$ cat src/rtl/vmsg_pkg.sv
package vmsg_pkg;
   typedef enum logic [2:0] {
      RT_IDLE  = 3'd0,
      RT_PASS  = 3'd1,
      RT_CAPT  = 3'd2,
      RT_DROP  = 3'd3,
      RT_STALL = 3'd4
   } route_e;
endpackage

$ cat src/rtl/vmsg_route.sv
module vmsg_route
   import vmsg_pkg::*;
(
   input  logic   in_valid,
   input  logic   in_vdm,
   input  logic   out_ready,
   input  logic   hold_full,
   input  logic   drop_en,
   output route_e route,
   output logic   in_ready,
   output logic   out_valid
);
   always_comb begin
      if (!in_valid)       route = RT_IDLE;
      else if (!in_vdm)    route = RT_PASS;
      else if (!hold_full) route = RT_CAPT;
      else if (drop_en)    route = RT_DROP;
      else                 route = RT_STALL;
   end

   assign in_ready  = in_vdm ? (!hold_full || drop_en) : out_ready;
   assign out_valid = (route == RT_PASS);
endmodule

$ cat src/rtl/vmsg_hold.sv
module vmsg_hold #(
   parameter int DATA_W    = 32,
   parameter bit IRQ_PULSE = 1'b1
) (
   input  logic              clk,
   input  logic              rst_n,
   input  logic              capture,
   input  logic              release_i,
   input  logic [DATA_W-1:0] cap_data,
   output logic              full,
   output logic [DATA_W-1:0] data,
   output logic              irq
);
   always_ff @(posedge clk or negedge rst_n) begin
      if (!rst_n) begin
         full <= 1'b0;
         data <= '0;
      end else if (capture) begin
         full <= 1'b1;
         data <= cap_data;
      end else if (release_i) begin
         full <= 1'b0;
      end
   end

   generate
      if (IRQ_PULSE) begin : g_pulse
         logic irq_q;
         always_ff @(posedge clk or negedge rst_n) begin
            if (!rst_n) irq_q <= 1'b0;
            else        irq_q <= capture;
         end
         assign irq = irq_q;
      end else begin : g_level
         assign irq = full;
      end
   endgenerate
endmodule

$ cat src/rtl/vmsg_sat_ctr.sv
module vmsg_sat_ctr #(
   parameter int W = 8
) (
   input  logic         clk,
   input  logic         rst_n,
   input  logic         inc,
   output logic [W-1:0] count
);
   localparam logic [W-1:0] MAX = {W{1'b1}};

   always_ff @(posedge clk or negedge rst_n) begin
      if (!rst_n)                   count <= '0;
      else if (inc && count != MAX) count <= count + 1'b1;
   end
endmodule

$ cat src/rtl/vmsg_filter.sv
module vmsg_filter
   import vmsg_pkg::*;
#(
   parameter int DATA_W    = 32,
   parameter int CNT_W     = 8,
   parameter bit IRQ_PULSE = 1'b1
) (
   input  logic              clk,
   input  logic              rst_n,
   input  logic              in_valid,
   input  logic              in_vdm,
   input  logic [DATA_W-1:0] in_data,
   output logic              in_ready,
   output logic              out_valid,
   input  logic              out_ready,
   output logic [DATA_W-1:0] out_data,
   input  logic              hold_release,
   output logic              hold_full,
   output logic [DATA_W-1:0] hold_data,
   output logic              hold_irq,
   input  logic              cfg_wr,
   input  logic              cfg_drop_en,
   output logic              drop_en,
   output logic [CNT_W-1:0]  drop_cnt
);
   generate
      if (DATA_W < 1) begin : g_bad_data_w
         $error("vmsg_filter: DATA_W must be at least 1");
      end
      if (CNT_W < 1 || CNT_W > 32) begin : g_bad_cnt_w
         $error("vmsg_filter: CNT_W must be in 1..32");
      end
   endgenerate

   route_e route;

   always_ff @(posedge clk or negedge rst_n) begin
      if (!rst_n)      drop_en <= 1'b1;
      else if (cfg_wr) drop_en <= cfg_drop_en;
   end

   vmsg_route u_route (
      .in_valid  (in_valid),
      .in_vdm    (in_vdm),
      .out_ready (out_ready),
      .hold_full (hold_full),
      .drop_en   (drop_en),
      .route     (route),
      .in_ready  (in_ready),
      .out_valid (out_valid)
   );

   assign out_data = in_data;

   vmsg_hold #(.DATA_W(DATA_W), .IRQ_PULSE(IRQ_PULSE)) u_hold (
      .clk       (clk),
      .rst_n     (rst_n),
      .capture   (route == RT_CAPT),
      .release_i (hold_release),
      .cap_data  (in_data),
      .full      (hold_full),
      .data      (hold_data),
      .irq       (hold_irq)
   );

   vmsg_sat_ctr #(.W(CNT_W)) u_drop_ctr (
      .clk   (clk),
      .rst_n (rst_n),
      .inc   (route == RT_DROP),
      .count (drop_cnt)
   );
endmodule

$ cat config.mk
export PLATFORM = sky130hd
export DESIGN_NAME = vmsg_filter
export DESIGN_NICKNAME = d
export VERILOG_FILES = /design/src/rtl/vmsg_pkg.sv /design/src/rtl/vmsg_route.sv /design/src/rtl/vmsg_hold.sv /design/src/rtl/vmsg_sat_ctr.sv /design/src/rtl/vmsg_filter.sv
export SDC_FILE = /design/constraint.sdc
export NUM_CORES = 1
export LEC_CHECK = 0
export BUFFER_PORTS_ARGS = -buffer_cell sky130_fd_sc_hd__buf_4
export CORE_UTILIZATION = 30
export CTS_CLUSTER_SIZE = 8
export DETAILED_ROUTE_END_ITERATION = 8
export PLACE_DENSITY = 0.66
export SLEW_MARGIN = 15
export SYNTH_ARGS = -nofsm -noshare
export SYNTH_HDL_FRONTEND = slang
export SYNTH_SLANG_ARGS = --single-unit
$ cat constraint.sdc
create_clock -name clk -period 3.45 [get_ports clk]
set_input_delay 0.345 -clock clk [delete_from_list [all_inputs] [get_ports clk]]
set_output_delay 0.345 -clock clk [all_outputs]
set_load 0.1 [all_outputs]
### Yosys cells after proc, flatten, opt, wreduce, memory -nomap -nowiden

Index checks and enable logic that the tools add are counted.

* $add $sub $neg: 1
* multipliers: 0
* divide/modulo/power cells: 0
* $lt $le $gt $ge: 0
* equal/unequal tests: 4
* shift-type cells: 0
* muxes and demuxes: 7
* bitwise gates (word level): 0
* reductions and logical operators: 4

Operator list (count)
* 2-to-1 mux 3 bit: 4
* adder 8 x 1 -> 8 bit, second input constant: 1
* inequality test 8 bit, second input constant: 1
* equality test 3 x 2 -> 1 bit, second input constant: 2
* equality test 3 x 1 -> 1 bit, second input constant: 1
* 2-to-1 mux 1 bit: 3
* nonzero test 2 bit: 1
* logical AND 1 bit: 1
* zero test 1 bit: 1
* logical OR 1 bit: 1

* flip-flop bits (word level): 43
* bits in latches: 0
* RAM bits: 0
* bits in read-only memories: 0
* input bits: 40
* memories kept: 0

### Longest topological paths before layout

* word-level depth: 6
* depth in mapped cells: 5
* depth with buffers taken out: 5

### Modules after synthesis

From an unflattened synthesis, not the netlist that was laid out.

* cells, all modules: 151
* area total of the unflattened synthesis: 2162.1 um^2

By module, submodules not included
* vmsg_hold: instances 1, cells an instance 72, area an instance 1402.6 um^2, sequential area each 850.8 um^2
* vmsg_sat_ctr: instances 1, cells an instance 34, area an instance 407.9 um^2, sequential area each 200.2 um^2
* vmsg_filter: instances 1, cells an instance 36, area an instance 297.8 um^2, sequential area each 26.3 um^2
* vmsg_route: instances 1, cells an instance 9, area an instance 53.8 um^2, sequential area each 0.0 um^2

### Worst setup path after synthesis

OpenSTA, ideal clock, no wires.

* kind: register to output
* start point: register drop_en
* end point: output in_ready
* arrival: 2.651 ns
* path slack: 0.454 ns
* cell stages (with the launch flop): 3
* buffers on the path: 0
* cells stage by stage: dfstp_2 -> inv_1 -> a31oi_1

* cells in the longest elaborated chain, start to end: 2

RTL lines
* start: declaration: line vmsg_filter.sv:23 `output logic drop_en,`
* start signal: assignment: line vmsg_filter.sv:39 `else if (cfg_wr) drop_en <= cfg_drop_en;`
* logical OR 1 bit: line vmsg_route.sv:21 `assign in_ready = in_vdm ? (!hold_full || drop_en) : out_ready;`
* 2-to-1 mux 1 bit: line vmsg_route.sv:21
* end: declaration: line vmsg_filter.sv:13 `output logic in_ready,`

Every way passes these cells.

### Worst setup path in the final report

* start point: register u_hold.full
* end point: register u_hold.data[29]

* cells in the longest elaborated chain, start to end: 4

RTL lines
* start: declaration: line vmsg_hold.sv:10 `output logic full,`
* start signal: assignment: line vmsg_hold.sv:16 `full <= 1'b0;`
* start signal: assignment: line vmsg_hold.sv:19 `full <= 1'b1;`
* start signal: assignment: line vmsg_hold.sv:22 `full <= 1'b0;`
* 2-to-1 mux 3 bit: line vmsg_route.sv:16 `else if (!hold_full) route = RT_CAPT;`
* 2-to-1 mux 3 bit: line vmsg_route.sv:15 `else if (!in_vdm) route = RT_PASS;`
* 2-to-1 mux 3 bit: line vmsg_route.sv:14 `if (!in_valid) route = RT_IDLE;`
* equality test 3 x 2 -> 1 bit: line vmsg_filter.sv:58 `.capture (route == RT_CAPT),`
* end signal: assignment: line vmsg_hold.sv:20 `data <= cap_data;`
* end: declaration: line vmsg_hold.sv:11 `output logic [DATA_W-1:0] data,`

Every way passes these cells.
A chain may end at the register's enable or synchronous reset.

==> impl_metrics.env <==
export IMPL_status="finished, final reports clean"
export IMPL_die_w_um=83.31
export IMPL_multiInputGateArea_um2=620.6
export IMPL_routed_wl_um=3811
export IMPL_drt_iter0_drc=29
export IMPL_start_util_pct=31.23
export IMPL_drc=0
export IMPL_rows=29
export IMPL_p_clk_share_pct=13.6
export IMPL_crit_type="register to register"
export IMPL_yosysUniqueCellTypes=27
export IMPL_utilization_pct=43.53
export IMPL_arrival_ns=1.99
export IMPL_ir_drop_uv=379.2
export IMPL_p_leak_nw=1.366
export IMPL_tritoncts="built"
export IMPL_comb_power_share_pct=56.7
export IMPL_synthesis_area_um2=1983
export IMPL_post_place_cells=307
export IMPL_fmax_ghz=0.5501
export IMPL_dpl_hpwl_um=2969
export IMPL_ant_nets=0
export IMPL_slew_violations=0
export IMPL_synth_seq_cells=43
export IMPL_via_count=1350
export IMPL_cts_max_level=2
export IMPL_clock_latency_ns=0.28
export IMPL_path_clk_slew_ns=0.07
export IMPL_grt_pass1_wl_um=6141
export IMPL_p_sw_share_pct=54.82
export IMPL_io_buffer_count=116
export IMPL_clockRootBuffer="clkbuf_8"
export IMPL_yosysSeqAreaShare_pct=54.32
export IMPL_synth_cells=149
export IMPL_netlist_top_cells_area="dfrtp_1 53%, mux2_2 19%, buf_4 12%"
export IMPL_gp_congestion=0.7348
export IMPL_worstPathMaxFanout=34
export IMPL_cts_hold_buf=0
export IMPL_fin_nets=278
export IMPL_vias_per_cell=4.299
export IMPL_seq_area_um2=1077
export IMPL_ys_warn_count=0
export IMPL_grt_overflow=0
export IMPL_fillers=592
export IMPL_hp_class="input pin to asynchronous set/reset pin"
export IMPL_rsz0062_at_grt="no"
export IMPL_postSynthNetCount=190
export IMPL_fin_setup_tns_ns=0
export IMPL_seq_power_share_pct=29.6
export IMPL_core_um2=6350
export IMPL_grt_max_degree=44
export IMPL_cts_buffers=5
export IMPL_critPathLaunchType="register"
export IMPL_fin_skew_ns=0.002396
export IMPL_layout_drive_gt1_share_pct=68.78
export IMPL_min_period_over_period_pct=52.69
export IMPL_syn_to_final_growth_pct=39.37
export IMPL_die_area_um2=6940
export IMPL_cts_repair_resized=0
export IMPL_whs_ns=0.04420
export IMPL_layoutNonFillerInstCount=314
export IMPL_antenna_found_initial=0
export IMPL_placed_area_um2=2676
export IMPL_drtPass1Iterations=4
export IMPL_io_pins=117
export IMPL_syn_avg_cell_area_um2=13.31
export IMPL_fin_crit_ns=1.818
export IMPL_cts_setup_buffers=0
export IMPL_slew_headroom_pct=45.95
export IMPL_grt_use_total_pct=11.04
export IMPL_cts_buffer_depth=2
export IMPL_drv_cap=0
export IMPL_p_sw_mw=1.246
export IMPL_synth_top_cell_area_share_pct=53.00
export IMPL_internal_power_mw=1.026
export IMPL_cp_required_ns=3.62
export IMPL_diodes=0
export IMPL_design_area_um2=2764
export IMPL_clkSinkCount=43
export IMPL_power_density_nw_per_um2=822.0
export IMPL_die_y_um=83.31
export IMPL_max_slew_worst_pin_slew_ns=0.8098
export IMPL_synth_area_leader_cell="dfrtp_1"
export IMPL_wl_per_cell_um=12.14
export IMPL_grt_pass1_vias=1313
export IMPL_setup_violations=0
export IMPL_end_kind="register"
export IMPL_hold_violations=0
==> path summary, 6_finish.rpt <==
path                                       end  slack (ns)             from  cells after the start
max                            u_hold.data[29]        1.63      u_hold.full                      3
min                        u_drop_ctr.count[0]        0.04            rst_n                      1
max reg2reg                    u_hold.data[29]        1.63      u_hold.full                      3
min reg2reg                    u_hold.data[15]        0.51  u_hold.data[15]                      1
max in group asynchronous              drop_en        3.04            rst_n                      1
min in group clk                   u_hold.full        0.23     hold_release                      2
==> state kept, by name, indices dropped and copies added, names as in the netlist <==
signal / flops
drop_en: 1
u_drop_ctr.count: 8
u_hold.data: 32
u_hold.full: 1
u_hold.irq: 1
==> through the flow <==
stage | setup WS (ns) | total power [mW]
after global routing | 1.462 | 2.365
after CTS | 1.555 | 2.304
after global placement | 1.630 | 1.970
after detailed placement | 1.572 | 1.982
after floorplan | 0.4539 | 1.723
final | 1.632 | 2.272
==> layout make-up <==
type | count | area share, %
clock buffer | 6 | 2.988
clock inverter | 1 | 0.1811
inverter | 3 | 0.4074
multi-input combinational | 68 | 22.45
sequential | 43 | 38.98
tap | 77 | 3.486
timing repair buffer | 116 | 31.51
==> synthesized netlist by cell type <==
| master | number |
|---|---|
| o21bai_1 | 1 |
| mux2_2 | 33 |
| buf_4 | 32 |
| buf_6 | 3 |
| nand4_1 | 2 |
| o21ai_0 | 2 |
| dfstp_2 | 1 |
| and2b_2 | 1 |
| nor3_1 | 1 |
| a21oi_1 | 3 |
| nor2_1 | 2 |
| nor2b_2 | 1 |
| nand2_1 | 5 |
| and4_4 | 1 |
| and2_2 | 1 |
| nand3_1 | 3 |
| dfrtp_1 | 42 |
| a21boi_0 | 1 |
| a31oi_1 | 1 |
| nand3_2 | 1 |
| mux2_1 | 2 |
| nand4_4 | 1 |
| ha_1 | 1 |
| and4_1 | 1 |
| inv_1 | 3 |
| nand2b_1 | 1 |
| xnor2_1 | 3 |
==> critical path, stage by stage (launching register included) <==
cell and delay [ns]:
dfrtp_1 0.42, inv_1 0.10, nand3_2 0.62, mux2_2 0.54
==> power groups by stage <==
stage | combinational, mW | sequential [mW] | clock (mW)
finish | 1.29 | 0.673 | 0.310
global route | 1.32 | 0.690 | 0.353
CTS | 1.30 | 0.675 | 0.331
detailed placement | 1.30 | 0.684 | 0
global placement | 1.29 | 0.683 | 0
floorplan | 0.306 | 1.42 | 0
==> per-layer routing <==
metal / wire length [um] / vias up / global-route usage [%]
met2: 1969 / 66 / 18.63
li1: - / 652 / -
met1: 1457 / 630 / 12.59
met4: 15 / 0 / 3.292
met5: 0 / - / 0
met3: 368 / 2 / 4.871
==> layout by cell type, fill, tap and decap left out <==
cell and count:
nor2b_2 1, nor3_1 1, inv_1 3, dfstp_2 1, nand3_1 3, buf_4 116
a31oi_1 1, mux2_2 33, dfrtp_1 42, and2b_2 1, and2_2 1, ha_1 1
clkbuf_8 6, and4_4 1, mux2_1 2, o21ai_0 2, a21boi_0 1, and4_1 1
nand4_1 2, nand3_2 1, a21oi_1 3, nand2b_1 1, xnor2_1 3, clkinv_2 1
nor2_1 2, nand4_4 1, nand2_1 5, o21bai_1 1
==> logic make-up after synthesis <==
family | count (synthesis) | share of synthesized area [%]
flip-flops | 43 | 54.32
AO/OA/AOI/OAI | 8 | 2.335
buffers and inverters | 38 | 14.38
XOR/XNOR | 3 | 1.325
adder cells (fa/ha/maj) | 1 | 0.6308
multiplexers | 35 | 19.87
AND/OR/NAND/NOR | 21 | 7.130
Note: power is estimated with default switching activity, not from simulation.
